$ cat config.mk
export PLATFORM = sky130hd
export DESIGN_NAME = updn_counter
export DESIGN_NICKNAME = d
export VERILOG_FILES = /design/src/rtl/updn_pkg.sv /design/src/rtl/updn_edge.sv /design/src/rtl/updn_arbiter.sv /design/src/rtl/updn_core.sv /design/src/rtl/updn_flags.sv /design/src/rtl/updn_counter.sv
export SDC_FILE = /design/constraint.sdc
export NUM_CORES = 1
export LEC_CHECK = 0
export ABC_AREA = 0
export BUFFER_PORTS_ARGS = -buffer_cell sky130_fd_sc_hd__buf_2
export CAP_MARGIN = 20
export CORE_MARGIN = 2
export CORE_UTILIZATION = 52
export CTS_BUF_LIST = sky130_fd_sc_hd__clkbuf_8
export DETAILED_ROUTE_END_ITERATION = 10
export GPL_ROUTABILITY_DRIVEN = 0
export HOLD_SLACK_MARGIN = 0.15
export PLACE_DENSITY = 0.78
export SYNTH_ARGS = -nofsm -noshare
export SYNTH_HDL_FRONTEND = slang
export SYNTH_SLANG_ARGS = --single-unit
$ cat constraint.sdc
create_clock -name clk -period 2.7 [get_ports clk]
set_input_delay 0.405 -clock clk [delete_from_list [all_inputs] [get_ports clk]]
set_output_delay 0.405 -clock clk [all_outputs]
set_load 0.01 [all_outputs]
$ cat src/rtl/updn_pkg.sv
package updn_pkg;

  // Action chosen for the count register in one cycle, by priority.
  typedef enum logic [2:0] {
    ACT_HOLD = 3'd0,
    ACT_CLR  = 3'd1,
    ACT_LOAD = 3'd2,
    ACT_UP   = 3'd3,
    ACT_DN   = 3'd4
  } updn_act_e;

  localparam int unsigned CH_UP = 0;
  localparam int unsigned CH_DN = 1;
  localparam int unsigned N_CH  = 2;

endpackage

$ cat src/rtl/updn_edge.sv
module updn_edge #(
  parameter int unsigned N = 2
) (
  input  logic         clk,
  input  logic         clr,
  input  logic [N-1:0] lvl,
  output logic [N-1:0] rise
);

  logic [N-1:0] prev_q;

  for (genvar g = 0; g < N; g++) begin : g_ch
    always_ff @(posedge clk) begin
      if (clr) prev_q[g] <= 1'b0;
      else     prev_q[g] <= lvl[g];
    end
    assign rise[g] = lvl[g] & ~prev_q[g];
  end

  // a level that was already high one cycle ago never reports an edge
  for (genvar g = 0; g < N; g++) begin : g_chk
    a_r2_no_repeat_edge: assert property (@(posedge clk) disable iff (clr)
      (lvl[g] && $past(lvl[g]) && !$past(clr)) |-> !rise[g]);
  end

endmodule

$ cat src/rtl/updn_arbiter.sv
module updn_arbiter
  import updn_pkg::*;
(
  input  logic      clr,
  input  logic      load,
  input  logic      up_rise,
  input  logic      dn_rise,
  output updn_act_e act
);

  always_comb begin
    if (clr)                    act = ACT_CLR;
    else if (load)              act = ACT_LOAD;
    else if (up_rise && !dn_rise) act = ACT_UP;
    else if (dn_rise && !up_rise) act = ACT_DN;
    else                        act = ACT_HOLD;
  end

endmodule

$ cat src/rtl/updn_core.sv
module updn_core
  import updn_pkg::*;
#(
  parameter int unsigned W = 16
) (
  input  logic                clk,
  input  logic                clr,
  input  updn_act_e           act,
  input  logic signed [W-1:0] pv,
  output logic signed [W-1:0] cv
);

  localparam logic signed [W-1:0] MAXV = {1'b0, {(W-1){1'b1}}};
  localparam logic signed [W-1:0] MINV = {1'b1, {(W-1){1'b0}}};

  // One saturating step in the requested direction.
  function automatic logic signed [W-1:0] sat_step(
    input logic signed [W-1:0] v,
    input logic                go_up
  );
    if (go_up) return (v == MAXV) ? v : v + 1'b1;
    else       return (v == MINV) ? v : v - 1'b1;
  endfunction

  logic signed [W-1:0] cv_q;
  logic signed [W-1:0] cv_d;

  always_comb begin
    unique case (act)
      ACT_CLR:  cv_d = '0;
      ACT_LOAD: cv_d = pv;
      ACT_UP:   cv_d = sat_step(cv_q, 1'b1);
      ACT_DN:   cv_d = sat_step(cv_q, 1'b0);
      default:  cv_d = cv_q;
    endcase
  end

  always_ff @(posedge clk) begin
    cv_q <= cv_d;
  end

  assign cv = cv_q;

  // an up action below the top limit adds exactly one
  a_r1_up_step: assert property (@(posedge clk) disable iff (clr)
    (act == ACT_UP && cv_q != MAXV) |=> (cv_q == $past(cv_q) + 1'b1));

  // a down action above the bottom limit removes exactly one
  a_r1_dn_step: assert property (@(posedge clk) disable iff (clr)
    (act == ACT_DN && cv_q != MINV) |=> (cv_q == $past(cv_q) - 1'b1));

  // no wrap at the top limit
  a_r6_no_overflow: assert property (@(posedge clk) disable iff (clr)
    (act == ACT_UP && cv_q == MAXV) |=> (cv_q == MAXV));

  // no wrap at the bottom limit
  a_r6_no_underflow: assert property (@(posedge clk) disable iff (clr)
    (act == ACT_DN && cv_q == MINV) |=> (cv_q == MINV));

endmodule

$ cat src/rtl/updn_flags.sv
module updn_flags #(
  parameter int unsigned W = 16
) (
  input  logic signed [W-1:0] cv,
  input  logic signed [W-1:0] pv,
  output logic                qu,
  output logic                qd
);

  localparam logic signed [W-1:0] ZERO = '0;

  always_comb begin
    qu = (cv >= pv);
    qd = (cv <= ZERO);
  end

endmodule

$ cat src/rtl/updn_counter.sv
module updn_counter
  import updn_pkg::*;
#(
  parameter int unsigned W = 16
) (
  input  logic         clk,
  input  logic         clr,
  input  logic         load,
  input  logic         count_up,
  input  logic         count_dn,
  input  logic [W-1:0] preset,
  output logic [W-1:0] count,
  output logic         at_or_above,
  output logic         at_or_below_zero
);

  logic [N_CH-1:0]     lvl;
  logic [N_CH-1:0]     rise;
  logic                up_rise;
  logic                dn_rise;
  updn_act_e           act;
  logic signed [W-1:0] pv_s;
  logic signed [W-1:0] cv_s;

  assign lvl[CH_UP] = count_up;
  assign lvl[CH_DN] = count_dn;
  assign up_rise    = rise[CH_UP];
  assign dn_rise    = rise[CH_DN];
  assign pv_s       = $signed(preset);

  updn_edge #(.N(N_CH)) u_edge (
    .clk  (clk),
    .clr  (clr),
    .lvl  (lvl),
    .rise (rise)
  );

  updn_arbiter u_arb (
    .clr     (clr),
    .load    (load),
    .up_rise (up_rise),
    .dn_rise (dn_rise),
    .act     (act)
  );

  updn_core #(.W(W)) u_core (
    .clk (clk),
    .clr (clr),
    .act (act),
    .pv  (pv_s),
    .cv  (cv_s)
  );

  updn_flags #(.W(W)) u_flags (
    .cv (cv_s),
    .pv (pv_s),
    .qu (at_or_above),
    .qd (at_or_below_zero)
  );

  assign count = cv_s;

  // load places the preset into the count one edge later
  a_r4_load: assert property (@(posedge clk) disable iff (clr)
    load |=> (count == $past(preset)));

  // coincident edges leave the count alone
  a_r5_cancel: assert property (@(posedge clk) disable iff (clr)
    (up_rise && dn_rise && !load) |=> $stable(count));

  // with no edge and no load the count holds
  a_r2_hold: assert property (@(posedge clk) disable iff (clr)
    (!up_rise && !dn_rise && !load) |=> $stable(count));

  // clear drives the count to zero at the following edge
  a_r3_clear: assert property (@(posedge clk) disable iff (load && !clr)
    clr |=> (count == '0));

endmodule

==> results.py <==
metrics = {
    "status": {
        "status": "finished, violations left",
        "violations": "setup timing",
    },
    "critical_path": {
        "crit_arrival_ns": 2.30,
        "critPathLaunchType": "flop",
        "cp-startpoint": "u_core.cv[13]",
        "crit_buf_inv": 1,
        "r2r_cells": 11,
        "r2r_slack_ns": 0.11,
        "path_cells": "ha_4 > a21o_1 > a21o_1 > a21oi_2 > o21ai_1 > or3_1 > mux2_4 > buf_6",
        "r2r_end": "u_core.cv[15]",
        "path_class": "reg -> out",
        "reg2reg_from": "u_edge.prev_q[1]",
        "cp_top_family": "compound AO/OA/AOI/OAI gates",
        "critPathCaptureType": "primary output",
        "crit_path_max_incr_delay_ns": 0.43,
        "worstPathRequired_ns": 2.30,
        "worstPathMaxFanout": 2,
        "crit_top_cell": "a21o_1",
        "slowest_stage": "edfxtp_1",
    },
    "detailed_routing": {
        "wl_per_cell_um": 15.31,
        "highest_layer": "met4",
        "firstDrtPassIters": 4,
        "dr_total_vias": 1952,
        "wl_met2_um": 2503,
        "via_per_inst": 5.741,
        "drt-total-wl_um": 5205,
        "wl_met3_um": 219,
        "remaining_drc_errors": 0,
        "wl_met1_um": 2369,
        "detail-route-antenna-nets": 0,
        "drtIter0Drc": 81,
    },
    "power_and_ir_drop": {
        "ir_worst_vdd_mv": 0.1951,
        "p_leak_nw": 1.253,
        "total_power_mw": 0.9675,
        "switchingPower_mw": 0.3227,
        "seq_power_share": 0.371,
        "p_per_area_nw_per_um2": 383.9,
        "p_comb_frac": 0.387,
        "p_clk_frac": 0.242,
        "p_sw_frac": 0.3336,
        "intPower_mw": 0.6447,
    },
    "logic_synthesis": {
        "synth-simple-area-share": 0.1861,
        "postSynthAreaPerCell_um2": 8.509,
        "synth_warnings": 0,
        "synth_fa_ha_area_frac": 0.2056,
        "synth_xor_area_frac": 0.05010,
        "muxShareOfSynthArea": 0.005856,
        "synth_nets": 278,
        "synth_compound_area_frac": 0.2290,
        "syn_inst": 226,
        "synthFlopType": "edfxtp_1",
        "synth.distinct_cells": 44,
        "syn_area_um2": 1923,
        "synth_edf_count": 16,
        "ys_seq_area_frac": 0.2707,
        "synth_seq_cells": 18,
        "synthArstFlopShare": 0,
        "synth_top_family_by_area": "compound AO/OA/AOI/OAI gates",
    },
    "grt": {
        "grt_remaining_overflow": 0,
        "antenna_found_initial": 0,
        "grt_max_degree": 17,
        "grt_pass1_wl_um": 8832,
        "grt_pass1_vias": 1958,
        "grt_usage": 0.2717,
    },
    "hold_path": {
        "hold_end": "u_edge.prev_q[1]",
        "hold_depth": 2,
        "hold_path_class": "in -> reg",
        "min-delay-start": "count_dn",
    },
    "floorplanning": {
        "rows": 22,
        "core-area_um2": 3606,
        "start_util": 0.5333,
        "die_h_um": 64.82,
        "dieArea_um2": 4201,
        "io-pin-count": 39,
        "die_w_um": 64.82,
    },
    "timing": {
        "worst_slew_pin_slew_ns": 0.5536,
        "slew-limit-headroom": 0.6309,
        "hold_slack_ns": 0.3741,
        "fin_skew_ns": 0.0009029,
        "final_max_slew_viol_count": 0,
        "hold_violations": 0,
        "finalSetupViolations": 1,
        "fin_crit_ns": 2.706,
        "period_share": 1.002,
        "fin_ws_ns": -0.006360,
        "rsz0062_at_grt": "true",
        "fmax_mhz": 369.5,
    },
    "cells_and_area": {
        "fin_nets": 345,
        "syn_to_final_growth_pct": 31.03,
        "design_area_um2": 2520,
        "regArea_um2": 520.5,
        "antennaDiodeCount": 0,
        "final_cells": 340,
        "multi_input_area_um2": 1396,
        "fillers": 303,
        "post-route-util": 0.6988,
        "drive_gt1_frac": 0.2911,
    },
    "placement": {
        "portBuffers": 38,
        "place_hpwl_um": 4066,
        "placed_cells": 331,
        "postPlaceCellArea_um2": 2333,
    },
    "cts": {
        "worstSkewPairLatency_ns": 0.26,
        "numCtsBuffers": 3,
        "htreeDepth": 1,
        "clockBufferDepth": 2,
        "clk_pin_slew_ns": 0.08,
        "cts_sinks": 18,
        "clockRootBuffer": "clkbuf_8",
        "cts_tree": "yes",
    },
    "job": {
        "drv_cap": 0,
    },
}
## cell usage after synthesis, types with 2 or more instances
library cell | count | area, um2
clkbuf_1 | 3 | 11.26
a21o_1 | 9 | 67.56
nand2_1 | 25 | 93.84
ha_1 | 30 | 375.4
a21oi_1 | 14 | 70.07
xnor2_1 | 5 | 43.79
nand2b_1 | 2 | 12.51
nor4_1 | 4 | 25.02
o31ai_1 | 2 | 15.01
xor2_1 | 6 | 52.55
or2_1 | 3 | 18.77
nand4_1 | 9 | 56.30
o21ai_0 | 5 | 25.02
nand3_1 | 3 | 15.01
o211ai_1 | 3 | 22.52
a21boi_0 | 2 | 15.01
nor2_1 | 9 | 33.78
inv_1 | 21 | 78.83
nor2b_1 | 8 | 50.05
edfxtp_1 | 16 | 480.5
o21ai_1 | 17 | 85.08
and2_1 | 2 | 12.51
a211oi_1 | 3 | 22.52
a31oi_1 | 2 | 12.51
dfxtp_1 | 2 | 40.04
o21a_1 | 3 | 22.52
## state kept, by name, indices dropped and copies added (netlist names)
register,flops
u_edge.prev_q,2
u_core.cv,16
## metal layers
metal  track usage  up-vias
li1              -      970
met2        0.4704       55
met4       0.08777        0
met1        0.3549      915
met5             0        -
met3       0.02604       12
## what timing repair did
item,in CTS,in global routing
gates resized for setup,6,6
hold buffers,0,0
hold endpoints to repair,0,0
endpoints found under the setup margin,1,4
buffers inserted,4,1
pin swaps,5,3
## worst max-delay path by stage
| stage | end | slack [ns] | cells after the start |
|---|---|---|---|
| floorplan | u_core.cv[15] | 0.03 | 11 |
| global placement | u_core.cv[14] | -0.07 | 11 |
| detailed placement | u_core.cv[14] | -0.12 | 11 |
| CTS | at_or_above | -0.02 | 8 |
| global route | at_or_above | -0.07 | 8 |
| finish | at_or_above | -0.006 | 8 |
## layout make-up
class,instances,share of cell area
Clock buffer,4,0.02185
Multi-Input combinational cell,183,0.5541
Sequential cell,18,0.2066
Tap cell,48,0.02383
Timing Repair Buffer,66,0.1614
Inverter,21,0.03227
## logic make-up after synthesis
| group | after synthesis |
|---|---|
| xor gates and xnor gates | 11 |
| DFF | 18 |
| AOI/OAI and AO/OA | 69 |
| buffers and inverters | 25 |
| adders and majority gates | 31 |
| muxes | 1 |
| and+or+nand+nor | 71 |
## power by group through the flow
stage,registers (mW),clock network (mW),logic (mW)
2_1_floorplan,0.378,0,0.181
3_3_place_gp,0.362,0,0.327
3_5_place_dp,0.364,0,0.335
4_1_cts,0.357,0.238,0.363
5_1_grt,0.363,0.249,0.420
6_report,0.359,0.234,0.374
## through the flow
stage / worst slack, ns / TNS, ns
2_1_floorplan: 0.02717 / 0
3_3_place_gp: -0.07173 / -0.07372
3_5_place_dp: -0.1181 / -0.1739
4_1_cts: -0.02002 / -0.02002
5_1_grt: -0.07459 / -0.07459
6_report: -0.006360 / -0.006360
## layout by cell type, fill, tap and decap left out, types with 3 or more instances in the layout
cell type and count:
a211oi_1 3, a21o_1 9, a21oi_1 13, buf_2 37
buf_4 28, clkbuf_8 4, edfxtp_1 16, ha_1 25
ha_4 5, inv_1 20, nand2_1 25, nand4_1 9
nor2_1 9, nor2b_1 6, nor4_1 4, o211ai_1 3
o21a_1 3, o21ai_0 5, o21ai_1 17, or2_1 3
xnor2_1 5, xor2_1 6
Power figures use the tool's default switching activity.
